<file path="src/rtl/qbg_pkg.sv">
`timescale 1ns/1ps
// Shared widths and the active-setting record of the burst generator.
// Assumes a period of at least 4 ticks so that a quarter offset exists.
package qbg_pkg;
    parameter int PER_W = 8;   // width of period and duty fields
    parameter int CNT_W = 11;  // width of the burst length

    typedef struct packed {
        logic [PER_W-1:0] per;      // period in ticks
        logic [PER_W-1:0] high;     // high time in ticks
        logic [PER_W-1:0] b_start;  // start of phase_b window
        logic             x2;       // two ticks per clock
    } qbg_cfg_t;

    // Turn raw inputs into the decoded setting, done once at capture time.
    function automatic qbg_cfg_t make_cfg(input logic [PER_W-1:0] per,
                                          input logic [PER_W-1:0] duty,
                                          input logic rev,
                                          input logic x2);
        qbg_cfg_t c;
        logic [PER_W-1:0] quarter;
        quarter   = per >> 2;
        c.per     = per;
        c.high    = (duty == '0) ? (per >> 1) : duty;
        c.b_start = rev ? (per - quarter) : quarter;
        c.x2      = x2;
        return c;
    endfunction
endpackage

</file>
<file path="src/rtl/qbg_timebase.sv">
`timescale 1ns/1ps
// Tick position counter. Holds 0 while idle, steps by 1 or 2 per clock
// while running and wraps modulo the period, flagging each wrap.
// Assumes period >= 2 when stepping by two.
module qbg_timebase
    import qbg_pkg::*;
(
    input  logic             clk,
    input  logic             rst_n,
    input  logic             run,
    input  logic [PER_W-1:0] per,
    input  logic             x2,
    output logic [PER_W-1:0] pos,
    output logic             wrap
);
    logic [PER_W:0] nxt;

    // Next position and period-boundary detection.
    always_comb begin
        nxt  = {1'b0, pos} + (x2 ? (PER_W+1)'(2) : (PER_W+1)'(1));
        wrap = run && (nxt >= {1'b0, per});
    end

    // Position register: cleared when idle, wrapped at the boundary.
    always_ff @(posedge clk) begin
        if (!rst_n || !run)
            pos <= '0;
        else if (wrap)
            pos <= PER_W'(nxt - {1'b0, per});
        else
            pos <= PER_W'(nxt);
    end
endmodule

</file>
<file path="src/rtl/qbg_burst_ctrl.sv">
`timescale 1ns/1ps
// Burst sequencer: captures settings, counts remaining periods, holds a
// pending setting for a retrigger and applies it at a period boundary.
// Assumes wrap comes from the timebase driven by this block's run.
module qbg_burst_ctrl
    import qbg_pkg::*;
(
    input  logic             clk,
    input  logic             rst_n,
    input  logic             pd_n,
    input  logic             load,
    input  logic [PER_W-1:0] period_cnt,
    input  logic [PER_W-1:0] duty_cnt,
    input  logic [CNT_W-1:0] pulse_cnt,
    input  logic             reverse,
    input  logic             tick_x2,
    input  logic             wrap,
    output logic             run,
    output qbg_cfg_t         act
);
    qbg_cfg_t         pend;
    logic             pend_v;
    logic [CNT_W-1:0] remain;
    logic [CNT_W-1:0] pend_cnt;
    qbg_cfg_t         new_cfg;
    logic             last_wrap;

    // Decode incoming setting and detect the final boundary of a burst.
    always_comb begin
        new_cfg   = make_cfg(period_cnt, duty_cnt, reverse, tick_x2);
        last_wrap = run && wrap && !pend_v && (remain == CNT_W'(1));
    end

    // Sequencer state: start, abort, count down, retrigger.
    always_ff @(posedge clk) begin
        if (!rst_n || !pd_n) begin
            run      <= 1'b0;
            pend_v   <= 1'b0;
            remain   <= '0;
            pend_cnt <= '0;
            act      <= '0;
            pend     <= '0;
        end else if (load && (pulse_cnt == '0)) begin
            run    <= 1'b0;
            pend_v <= 1'b0;
        end else if (load && (!run || last_wrap)) begin
            run    <= 1'b1;
            act    <= new_cfg;
            remain <= pulse_cnt;
            pend_v <= 1'b0;
        end else begin
            if (run && wrap) begin
                if (pend_v) begin
                    act    <= pend;
                    remain <= pend_cnt;
                    pend_v <= 1'b0;
                end else if (remain == CNT_W'(1)) begin
                    run <= 1'b0;
                end else begin
                    remain <= remain - CNT_W'(1);
                end
            end
            if (load) begin
                pend_v   <= 1'b1;
                pend     <= new_cfg;
                pend_cnt <= pulse_cnt;
            end
        end
    end
endmodule

</file>
<file path="src/rtl/qbg_phase_decode.sv">
`timescale 1ns/1ps
// Window decode of both drive waves from the tick position.
// Assumes pos < per and b_start <= per; gating by pd_n is immediate.
module qbg_phase_decode
    import qbg_pkg::*;
(
    input  logic             pd_n,
    input  logic             run,
    input  logic [PER_W-1:0] pos,
    input  qbg_cfg_t         cfg,
    output logic             phase_a,
    output logic             phase_b
);
    logic [PER_W:0] rel_b;

    // Position relative to phase_b's window start, modulo the period.
    always_comb begin
        if (pos >= cfg.b_start)
            rel_b = {1'b0, pos - cfg.b_start};
        else
            rel_b = {1'b0, pos} + {1'b0, cfg.per} - {1'b0, cfg.b_start};
    end

    // Output windows, forced low when idle or powered down.
    always_comb begin
        phase_a = pd_n && run && (pos < cfg.high);
        phase_b = pd_n && run && (rel_b < {1'b0, cfg.high});
    end
endmodule

</file>
<file path="src/rtl/quad_burst_gen.sv">
`timescale 1ns/1ps
// One channel of a two-phase burst drive: sequencer, timebase and
// window decode. Assumes settings are stable in the cycle of load.
module quad_burst_gen
    import qbg_pkg::*;
(
    input  logic             clk,
    input  logic             rst_n,
    input  logic             pd_n,
    input  logic             load,
    input  logic [PER_W-1:0] period_cnt,
    input  logic [PER_W-1:0] duty_cnt,
    input  logic [CNT_W-1:0] pulse_cnt,
    input  logic             reverse,
    input  logic             tick_x2,
    output logic             phase_a,
    output logic             phase_b,
    output logic             busy
);
    qbg_cfg_t         act_cfg;
    logic             run;
    logic             wrap;
    logic [PER_W-1:0] pos_q;
    logic [PER_W-1:0] act_per;

    qbg_burst_ctrl u_ctrl (
        .clk(clk), .rst_n(rst_n), .pd_n(pd_n), .load(load),
        .period_cnt(period_cnt), .duty_cnt(duty_cnt), .pulse_cnt(pulse_cnt),
        .reverse(reverse), .tick_x2(tick_x2), .wrap(wrap),
        .run(run), .act(act_cfg)
    );

    qbg_timebase u_tb (
        .clk(clk), .rst_n(rst_n), .run(run), .per(act_cfg.per),
        .x2(act_cfg.x2), .pos(pos_q), .wrap(wrap)
    );

    qbg_phase_decode u_dec (
        .pd_n(pd_n), .run(run), .pos(pos_q), .cfg(act_cfg),
        .phase_a(phase_a), .phase_b(phase_b)
    );

    assign act_per = act_cfg.per;
    assign busy    = run;
endmodule

</file>
<file path="config.mk">
export PLATFORM = sky130hd
export DESIGN_NAME = quad_burst_gen
export DESIGN_NICKNAME = d
export VERILOG_FILES = /design/src/rtl/qbg_pkg.sv /design/src/rtl/qbg_timebase.sv /design/src/rtl/qbg_burst_ctrl.sv /design/src/rtl/qbg_phase_decode.sv /design/src/rtl/quad_burst_gen.sv
export SDC_FILE = /design/constraint.sdc
export NUM_CORES = 1
export LEC_CHECK = 0
export BUFFER_PORTS_ARGS = -buffer_cell sky130_fd_sc_hd__buf_2
export CORE_MARGIN = 2
export CORE_UTILIZATION = 65
export DETAILED_ROUTE_END_ITERATION = 10
export PLACE_DENSITY_LB_ADDON = 0.08
export SLEW_MARGIN = 15
export SYNTH_ARGS = -nofsm -noshare
export SYNTH_HDL_FRONTEND = slang
export SYNTH_SLANG_ARGS = --single-unit
</file>
<file path="constraint.sdc">
create_clock -name clk -period 7.9 [get_ports clk]
set_clock_uncertainty 0.2 [all_clocks]
set_input_delay 0 -clock clk [delete_from_list [all_inputs] [get_ports clk]]
set_output_delay 0 -clock clk [all_outputs]
set_load 0.1 [all_outputs]
</file>
# Word level (Yosys, flattened, before mapping)
# Cells that the tools add are included.
[word_totals] inputBits=33 out_inout_bits=3 ff_bits=82 wordCells=75
[classes] addsub=7 eq_ne=3 magnitude_cmp=4 reduce_logical=28 n_bitwise=2 muxes=18
[op_table] op="25-bit 2-to-1 mux" n=3
[op_table] op="11-bit 2-to-1 mux" n=4
[op_table] op="8-bit 2-to-1 mux" n=3
[op_table] op="8-bit subtractor" n=2
[op_table] op="3-bit AND reduction" n=4
[op_table] op="11-bit by 1-bit == test with 1-bit output (second input constant)" n=1
[op_table] op="11-bit zero test" n=1
[op_table] op="11-bit by 1-bit subtractor with 11-bit output (second input constant)" n=1
[op_table] op="8-bit by 2-bit adder with 9-bit output" n=1
[op_table] op="8-bit by 8-bit adder with 9-bit output" n=1
[op_table] op="9-bit by 8-bit >= comparator with 1-bit output" n=1
[op_table] op="1-bit logical AND" n=9
[op_table] op="9-bit by 8-bit < comparator with 1-bit output" n=1
[op_table] op="9-bit 2-to-1 mux" n=1
[op_table] op="9-bit by 8-bit subtractor with 9-bit output" n=1
[op_table] op="8-bit >= comparator" n=1
[op_table] op="8-bit zero test" n=1
[op_table] op="8-bit < comparator" n=1
[op_table] op="2-bit nonzero test" n=4
[op_table] op="8-bit by 6-bit subtractor with 8-bit output" n=1
[op_table] op="1-bit 2-to-1 mux" n=6
[op_table] op="1-bit zero test" n=4
[op_table] op="1-bit logical OR" n=3
[op_table] op="3-bit by 2-bit inequality test with 1-bit output (second input constant)" n=1
[op_table] op="5 further kinds" n=6

# Logic depth before layout (Yosys ltp)
[depth] word_depth=11 ltp_mapped=19 depth_no_buf=18

# By module
# A second synthesis with hierarchy kept.
[hier_totals] cells_unflattened=783 area_unflattened_um2=6074.6
[modules_own_cells] mod="qbg_burst_ctrl" n_inst=1 seq_area_each_um2=1481.4 cells_each=489 area_per_inst_um2=3763.6
[modules_own_cells] mod="qbg_phase_decode" n_inst=1 seq_area_each_um2=0.0 cells_each=180 area_per_inst_um2=1345.0
[modules_own_cells] mod="qbg_timebase" n_inst=1 seq_area_each_um2=160.2 cells_each=114 area_per_inst_um2=965.9

# Least setup slack after synthesis
# Ideal clock, no wire load.
[synth_timing] path_kind="register -> output" from="reg u_tb.pos[1]" to="out phase_b" arrival_time_ps=3901 path_buffers=0 stages_incl_launch_ff=16 setup_slack_ps=3799 t_required_ps=7700 path_cell_list="dfxtp_1 -> inv_1 -> fa_1 -> inv_1 -> fa_1 -> a21oi_1 -> nor2b_1 -> o31ai_1 -> a21oi_1 -> o31ai_1 -> ha_1 -> a21o_1 -> a211oi_1 -> o211ai_1 -> a31oi_1 -> o21a_1"
[synth_between] elab_chain_len=5 word_cells_on_any_way=7 classes_between="add/sub (3); order compare (2); mux (1); reduce/logical (1)"
[synth_lines] item="start, declared" line="qbg_timebase.sv:13" source="output logic [PER_W-1:0] pos,"
[synth_lines] item="start signal, assigned" line="qbg_timebase.sv:29" source="pos <= PER_W'(nxt - {1'b0, per});"
[synth_lines] item="start signal, assigned" line="qbg_timebase.sv:31" source="pos <= PER_W'(nxt);"
[synth_lines] item="8-bit by 8-bit adder with 9-bit output" line="qbg_phase_decode.sv:21" source="rel_b = {1'b0, pos} + {1'b0, cfg.per} - {1'b0, cfg.b_start};"
[synth_lines] item="9-bit by 8-bit subtractor with 9-bit output" line="qbg_phase_decode.sv:21"
[synth_lines] item="9-bit 2-to-1 mux *" line="qbg_phase_decode.sv:18" source="if (pos >= cfg.b_start)"
[synth_lines] item="9-bit by 8-bit < comparator with 1-bit output *" line="qbg_phase_decode.sv:27" source="phase_b = pd_n && run && (rel_b < {1'b0, cfg.high});"
[synth_lines] item="1-bit logical AND *" line="qbg_phase_decode.sv:27"
[synth_lines] item="end, declared" line="quad_burst_gen.sv:17" source="output logic phase_b,"
# Every way passes the cells marked *; elsewhere a longest branch is shown, timed or not.

# Worst setup path in the final report
[layout_timing] from="reg u_tb.pos[0]" to="out phase_b"
# The elaborated chain is that of the path after synthesis.

==> impl_metrics.tcl <==
set metrics [dict create \
    async_flop_share_pct 0 \
    postCtsSetupRepairBufs 0 \
    final_hold_viol_count 0 \
    fin_crit_sh_pct 58.1 \
    worst_pin_slew_ps 1150 \
    ant_nets 0 \
    core_um2 8640 \
    yosys.cell_count.top_type "nand2_1" \
    min_path_type "in2reg" \
    numPortBuffers 35 \
    num_antenna_cells 0 \
    synth.avg_cell_area_um2 7.74 \
    critPathKind "reg2out" \
    clock_latency_ps 350 \
    drv_slew 0 \
    synth_cell_types 55 \
    drive_above_1_share_pct 10.2 \
    power_mw 1.06 \
    multi_input_area_um2 3690 \
    worst_hold_slack_ps 62.5 \
    power_per_cell_area_nw_per_um2 165 \
    routed_wl_mm 14.9 \
    crit_required_ps 7700 \
    place_hpwl_mm 10.4 \
    cts_tree "yes" \
    ctsHoldBuffers 31 \
    leakagePower_nw 2.51 \
    seq_area_frac_synth_pct 28.7 \
    use_met1_pct 41.7 \
    vias_per_cell 5.99 \
    drcViolationCount 0 \
    grtUsageTotal_pct 31.6 \
    drt_first_pass_iters 5 \
    gp_congestion 0.902 \
    via_count 5402 \
    clockBufferDepth 2 \
    start_kind "flip-flop" \
    syn_nets 833 \
    crit_arrival_ps 4390 \
    area_growth_pct 12.2 \
    pin_count 36 \
    final_cell_area_um2 6420 \
    gr-total-overflow 0 \
    cts.htree.levels 3 \
    netlist_area_um2 5730 \
    seq_area_um2 1640 \
    synth-main-ff-cell "dfxtp_1" \
    clkTransAtPathRegs_ps 90 \
    final.setup.worst_slack_ps 3310 \
    synth_common_cells "135 x nand2_1, 82 x dfxtp_1, 74 x a21oi_1" \
    synth_edf_count 0 \
    die_x_um 97.9 \
    grt_max_degree 47 \
    cts.sinks 82 \
    grt_util_met3_pct 3.87 \
    antenna_found_initial 0 \
    hp-start "pd_n" \
    yosysTopAreaCell "dfxtp_1" \
    maxCapViolCount 0 \
    status "finished, final reports clean" \
    finish.net_count 882 \
    gr-usage-met2_pct 53.3 \
    slew_headroom_pct 23.0 \
    r2r_start "u_ctrl.act[0]$_SDFFE_PP0P_" \
    synth_top_area_share_pct 28.7 \
    die-area_um2 9580 \
    fin_crit_ps 4590 \
    cts_root_buffer "clkbuf_8" \
    yosys_warnings 0 \
    final_util_pct 74.4 \
    synthCells 740 \
    rsz0062_at_grt "false" \
    synth-seq-cells 82 \
    synth_area_leaders "dfxtp_1 29%, ha_1 10%, nand2_1 8.9%" \
    busiest_layer "met2" \
    numCtsBuffers 9 \
    cts_resized 0 \
    stdcell_count 902 \
    fillers 686 \
    initial_core_util_pct 66.3 \
    placed_cell_area_um2 5910 \
    pre_cts_slack_ps 3700 \
    drt_iter0_drc 412 \
    die_h_um 97.9 \
    finalSetupViolCount 0 \
    place_inst 855 \
    crit_fanout 14 \
    grt_pass1_vias 5210 \
    fmax_ghz 0.218 \
    irDropWorstVdd_mv 0.114 \
    cp-startpoint "u_tb.pos[0]$_SDFF_PP0_" \
    wl_per_cell_um 16.5 \
    setup.worst_path.end_class "output port" \
    num_rows 34 \
    fin_setup_tns_ps 0 \
    grt_pass1_wl_mm 24.8 \
]
placed cells by master, fill, tap and decap left out, drive strengths merged, types with 11 or more instances in the layout:
cell type    Yosys  final
nand2          137    137
a31oi           28     28
nor2            40     40
nand3           15     15
o21ai           46     46
dfxtp           82     82
o22ai           12     12
inv             63     63
buf             19     39
fa              12     12
clkbuf          13     11
ha              48     48
a21o            13     13
a21oi           74     74
a211oi          13     13
xnor2           28     28
nor3            20     20
dlygate4sd3      0     31
final timing paths:
check | cells past startpoint | end | slack, ps
setup / recovery | 18 | phase_b | 3310
hold / removal | 4 | u_ctrl.pend_cnt[8]$_SDFFE_PP0P_ | 60
setup reg to reg | 13 | u_ctrl.pend_cnt[1]$_SDFFE_PP0P_ | 3690
hold reg to reg | 2 | u_ctrl.pend_cnt[8]$_SDFFE_PP0P_ | 260
layout make-up:
type                       instances  area share (%)
clock buffer                      11            2.20
clock inverter                     5           0.994
timing repair buffer              70            8.03
multi-input combinational        563            57.4
sequential                        82            25.6
inverter                          63            3.68
tap                              108            2.10
state kept, by name, summed over array words and instances, names as in the netlist:
register	cells
u_ctrl.pend_cnt	11
u_ctrl.act	25
u_tb.pos	8
u_ctrl.pend	25
u_ctrl.pend_v	1
u_ctrl.run	1
u_ctrl.remain	11
power breakdown:
part,internal (mW),switching (mW),total (mW)
Sequential,0.424,0.0115,0.436
Combinational,0.131,0.179,0.310
Clock,0.157,0.155,0.312
Total,0.712,0.345,1.06
metal layers:
layer / vias up / wire length, µm
li1: 2656 / -
met1: 2485 / 6380
met2: 219 / 7130
met3: 42 / 876
met4: 0 / 489
met5: - / 0
critical path: stages (launching register included):
cell	delay, ps
dfxtp_1	350
inv_1	70
ha_1	130
inv_1	100
fa_1	430
a21o_1	180
a21oi_1	280
a21oi_1	120
o211ai_1	180
nand2_1	310
mux2_2	380
ha_1	190
a21o_1	190
a21o_1	170
a21oi_1	180
o211ai_1	100
a31oi_1	150
o21a_1	140
buf_2	410
cell families after synthesis:
family          Yosys count  share of synthesized area, %
flops                    82                          28.7
fa+ha+maj                60                          14.7
compound gates          210                          23.5
xor+xnor                 36                          5.51
mux                       8                          1.42
buf+inv                  95                          6.93
simple gates            249                          19.3
Note: power is estimated with default switching activity, not from simulation.
